File: src/rtl/xcvr_pkg.sv
package xcvr_pkg;

  localparam int XCVR_W = 18;
  localparam int NUM_PATHS = 2;
  localparam int RST_STAGES = 2;

  typedef struct packed {
    logic le;   // hold release: 1 = transparent
    logic stb;  // load strobe, rising edge loads
    logic oe;   // raw output enable, polarity per path
  } path_ctl_t;

endpackage

File: src/rtl/xcvr_rst_sync.sv
module xcvr_rst_sync #(
  parameter int STAGES = xcvr_pkg::RST_STAGES
) (
  input  logic clk,
  input  logic rst_n,
  output logic rst_sync_n
);

  logic [STAGES-1:0] chain_q;
  logic [STAGES-1:0] chain_d;

  always_comb begin
    chain_d = {chain_q[STAGES-2:0], 1'b1};
  end

  always_ff @(posedge clk or negedge rst_n) begin
    if (!rst_n) begin
      chain_q <= '0;
    end else begin
      chain_q <= chain_d;
    end
  end

  assign rst_sync_n = chain_q[STAGES-1];

endmodule

File: src/rtl/xcvr_edge_det.sv
module xcvr_edge_det (
  input  logic clk,
  input  logic rst_n,
  input  logic sig,
  output logic rise
);

  logic sig_q;

  always_ff @(posedge clk or negedge rst_n) begin
    if (!rst_n) begin
      sig_q <= 1'b0;
    end else begin
      sig_q <= sig;
    end
  end

  assign rise = sig & ~sig_q;

endmodule

File: src/rtl/xcvr_path.sv
module xcvr_path #(
  parameter int W      = xcvr_pkg::XCVR_W,
  parameter bit OE_LOW = 1'b0
) (
  input  logic                clk,
  input  logic                rst_n,
  input  logic [W-1:0]        src,
  input  xcvr_pkg::path_ctl_t ctl,
  output logic [W-1:0]        dat_o,
  output logic                drv_o
);

  logic         stb_rise;
  logic         load_en;
  logic [W-1:0] store_q;
  logic [W-1:0] store_d;
  logic [W-1:0] view;

  xcvr_edge_det u_edge (
    .clk  (clk),
    .rst_n(rst_n),
    .sig  (ctl.stb),
    .rise (stb_rise)
  );

  // load while transparent (tracks the source) or on a strobe rise
  assign load_en = ctl.le | stb_rise;

  always_comb begin
    store_d = store_q;
    if (load_en) begin
      store_d = src;
    end
  end

  always_ff @(posedge clk or negedge rst_n) begin
    if (!rst_n) begin
      store_q <= '0;
    end else if (load_en) begin
      store_q <= store_d;
    end
  end

  generate
    if (OE_LOW) begin : g_oe_low
      assign drv_o = ~ctl.oe;
    end else begin : g_oe_high
      assign drv_o = ctl.oe;
    end
  endgenerate

  assign view  = ctl.le ? src : store_q;
  assign dat_o = drv_o ? view : '0;

endmodule

File: src/rtl/duplex_bus_xcvr.sv
module duplex_bus_xcvr #(
  parameter int W = xcvr_pkg::XCVR_W
) (
  input  logic         clk,
  input  logic         rst_n,
  input  logic [W-1:0] a_in,
  input  logic [W-1:0] b_in,
  input  logic         ab_oe,
  input  logic         ab_le,
  input  logic         ab_clk,
  input  logic         ba_oe_n,
  input  logic         ba_le,
  input  logic         ba_clk,
  output logic [W-1:0] b_out,
  output logic         b_drv,
  output logic [W-1:0] a_out,
  output logic         a_drv
);

  localparam int NP = xcvr_pkg::NUM_PATHS;

  logic                rst_sync_n;
  logic [W-1:0]        src  [NP];
  logic [W-1:0]        dat  [NP];
  logic                drv  [NP];
  xcvr_pkg::path_ctl_t ctl  [NP];

  xcvr_rst_sync u_rst (
    .clk       (clk),
    .rst_n     (rst_n),
    .rst_sync_n(rst_sync_n)
  );

  // path 0: A to B, enable active high; path 1: B to A, enable active low
  assign src[0] = a_in;
  assign src[1] = b_in;
  assign ctl[0] = '{le: ab_le, stb: ab_clk, oe: ab_oe};
  assign ctl[1] = '{le: ba_le, stb: ba_clk, oe: ba_oe_n};

  generate
    for (genvar g = 0; g < NP; g++) begin : g_path
      xcvr_path #(
        .W     (W),
        .OE_LOW(g == 1)
      ) u_path (
        .clk  (clk),
        .rst_n(rst_sync_n),
        .src  (src[g]),
        .ctl  (ctl[g]),
        .dat_o(dat[g]),
        .drv_o(drv[g])
      );
    end
  endgenerate

  assign b_out = dat[0];
  assign b_drv = drv[0];
  assign a_out = dat[1];
  assign a_drv = drv[1];

endmodule

File: config.mk
export PLATFORM = sky130hd
export DESIGN_NAME = duplex_bus_xcvr
export DESIGN_NICKNAME = d
export VERILOG_FILES = /design/src/rtl/xcvr_pkg.sv /design/src/rtl/xcvr_rst_sync.sv /design/src/rtl/xcvr_edge_det.sv /design/src/rtl/xcvr_path.sv /design/src/rtl/duplex_bus_xcvr.sv
export SDC_FILE = /design/constraint.sdc
export NUM_CORES = 1
export LEC_CHECK = 0
export BUFFER_PORTS_ARGS = -buffer_cell sky130_fd_sc_hd__buf_2
export CORE_ASPECT_RATIO = 0.75
export CORE_UTILIZATION = 35
export CTS_CLUSTER_SIZE = 40
export DETAILED_ROUTE_END_ITERATION = 8
export REMOVE_ABC_BUFFERS = 1
export SYNTH_ARGS = -nofsm -noshare
export SYNTH_HDL_FRONTEND = slang
export SYNTH_HIERARCHICAL = 1
export SYNTH_SLANG_ARGS = --single-unit
File: constraint.sdc
create_clock -name clk -period 2.4 [get_ports clk]
set_input_delay 0.12 -clock clk [delete_from_list [all_inputs] [get_ports clk]]
set_output_delay 0.12 -clock clk [all_outputs]
set_load 0.05 [all_outputs]
==> impl_metrics.tcl <==
set metrics [dict create \
    clockBufferDepth 2 \
    cts_tree "done" \
    die_w_um 93.6 \
    drtAntennaViolNets 0 \
    antenna_cells 0 \
    grt_pass1_vias 1526 \
    critPathCaptureType "register" \
    area_delta_synth_final_pct 24.5 \
    drtPass1Iterations 3 \
    yosys.area.top_type "dfrtp_1" \
    finalClockSkew_ns 0.00239 \
    worstSetupPathType "in -> reg" \
    drt-initial-drc-count 60 \
    dieArea_mm2 0.00662 \
    design_area_mm2 0.00274 \
    antenna_found_initial 0 \
    required_ns 2.57 \
    worst_pin_slew_ns 0.648 \
    ios 82 \
    slew_violations 0 \
    synth_warnings 6 \
    syn_area_per_cell_um2 13.4 \
    worst-path-buf-inv 2 \
    rows 24 \
    htree_levels 2 \
    critical_path.max_stage_delay_ns 0.53 \
    fin_nets 291 \
    dr_total_vias 1460 \
    die_y_um 70.7 \
    hp-class "in -> reg" \
    post-route-util_pct 46.1 \
    max-slew-margin-rel_pct 56.8 \
    viasPerCell 4.49 \
    wl_mm 4.15 \
    yosys_register_bits 40 \
    holdWs_ns 0.0813 \
    crit_family "buffers and inverters" \
    grt_first_pass_wirelength_mm 7.05 \
    cts_num_sinks 40 \
    ys.flop_type "dfrtp_1" \
    cap_viol_max_count 0 \
    synth_common_cells "dfrtp_1, mux2i_1, mux2_4" \
    fmax_mhz 688 \
    core_mm2 0.00595 \
    power.ir.vdd_worst_mv 0.196 \
    post-place-cells 315 \
    cp.arrival_ns 1.62 \
    final_layout_size_suffix_gt1_share_pct 52.6 \
    post_dp_cell_area_mm2 0.00262 \
    netlist_instances 164 \
    grt_overflow 0 \
    grt_max_degree 20 \
    period_minus_slack_ns 1.45 \
    route.detailed.drc 0 \
    track_usage_pct 13.6 \
    setup_viol 0 \
    portBuffers 81 \
    synth_edf_count 0 \
    hold_violations 0 \
    power.density_mw_per_mm2 634 \
    clock_latency_ns 0.28 \
    path_max_fanout 18 \
    clk_pin_slew_worst_paths_ns 0.07 \
    yosysTopAreaCellShare_pct 45.5 \
    wire_per_inst_um 12.8 \
    finalSetupTns_ns 0 \
    ys_seq_area_share_pct 45.5 \
    critPathSlowestCell "dlygate4sd3_1" \
    synth_area_leaders "dfrtp_1, mux2i_1, mux2_4, mux2_2, nor2b_1" \
    critPathLaunchType "input port" \
    post-cts-setup-buffer-count 0 \
    fin_crit_sh_pct 60.5 \
    mappedNetlistArea_mm2 0.00220 \
    ctsRootBufferMaster "clkbuf_8" \
    rsz0062_at_grt "false" \
    hpwl_mm 3.01 \
    place_congestion 0.692 \
    synth_async_sr_flop_share_pct 100 \
    initial_core_util_pct 37.0 \
    leakagePower_nw 1.43 \
    status "finished, final reports clean" \
    ys_types 16 \
    numCtsBuffers 5 \
    synth.most_common_cell "dfrtp_1" \
    cp_cell_sequence "dlygate4sd3_1, buf_2, nor2b_4, nor2_8, mux2_2" \
    instances_no_fill 325 \
]
## kinds of logic (layout without fill, tap and decap cells)
family                 after synthesis  after routing  share of synthesized area (%)
muxes                               72             72                           38.2
DFF                                 40             40                           45.5
and+or+nand+nor                     40             40                           11.3
buffers and inverters               11             94                           4.94
other                                1              1                          0.170
## per-stage QoR
step,worst slack [ns],power (mW)
final,0.948,1.74
after global routing,0.900,1.84
after CTS,0.957,1.77
after detailed placement,1.01,1.29
after global placement,1.02,1.28
after floorplan,1.20,1.14
## power by group
part           total, mW  leakage [nW]  internal [mW]  switching (mW)
logic              0.500         0.917          0.193           0.307
clock network      0.465        0.0503          0.256           0.209
registers          0.773         0.467          0.739          0.0340
## what timing repair did
| action | in CTS | in global routing |
|---|---|---|
| hold endpoints to repair | 4 | 0 |
| gates resized for setup | 0 | 0 |
| hold buffers | 3 | 0 |
## layer usage
layer | vias to the layer above | track usage (%) | part of all wire [%]
met5 | - | 0 | 0
li1 | 721 | - | -
met4 | 0 | 4.62 | 0.89
met3 | 2 | 3.55 | 4.1
met1 | 707 | 19.1 | 52
met2 | 30 | 20.4 | 43
## path summary, 6_finish.rpt
| check | start | end | slack [ns] | cells past startpoint |
|---|---|---|---|---|
| max in group asynchronous | u_rst/chain_q[1] | g_path[1].u_path/u_edge/sig_q | 1.73 | 1 |
| hold reg to reg | u_rst/chain_q[1] | g_path[0].u_path/store_q[15] | 0.12 | 0 |
| hold / removal | b_in[9] | g_path[1].u_path/store_q[9] | 0.08 | 2 |
| setup / recovery | ab_clk | g_path[0].u_path/store_q[17] | 0.95 | 5 |
| setup reg to reg | g_path[0].u_path/u_edge/sig_q | g_path[0].u_path/store_q[17] | 1.15 | 3 |
| min in group asynchronous | u_rst/chain_q[1] | g_path[0].u_path/store_q[15] | 0.12 | 0 |
## state kept, by name, indices dropped and copies added, names as in the netlist
signal and flops:
g_path.u_path/store_q 36, g_path.u_path/u_edge/sig_q 2, u_rst/chain_q 2
## area by class of cell
| class | instances | area [µm²] |
|---|---|---|
| fillers | 568 | 3200 |
| multi-input cells | 113 | 1090 |
| repair buffers | 86 | 450 |
| clock buffers | 7 | 96.3 |
| flip-flops and latches | 40 | 1000 |
| well taps | 78 | 97.6 |
| inverters | 1 | 3.75 |
## placed cells by master (no fill, tap or decap)
master | synthesis | routed
buf_4 | 1 | 2
nor2b_1 | 18 | 18
buf_2 | 1 | 81
conb_1 | 1 | 1
mux2_4 | 20 | 20
nor2_1 | 18 | 18
nor2b_4 | 2 | 2
inv_1 | 1 | 1
nor2_8 | 2 | 2
clkbuf_8 | 0 | 7
dlygate4sd3_1 | 0 | 3
dfrtp_1 | 40 | 40
mux2_2 | 16 | 16
mux2i_1 | 36 | 36
Power figures use the tool's default switching activity.
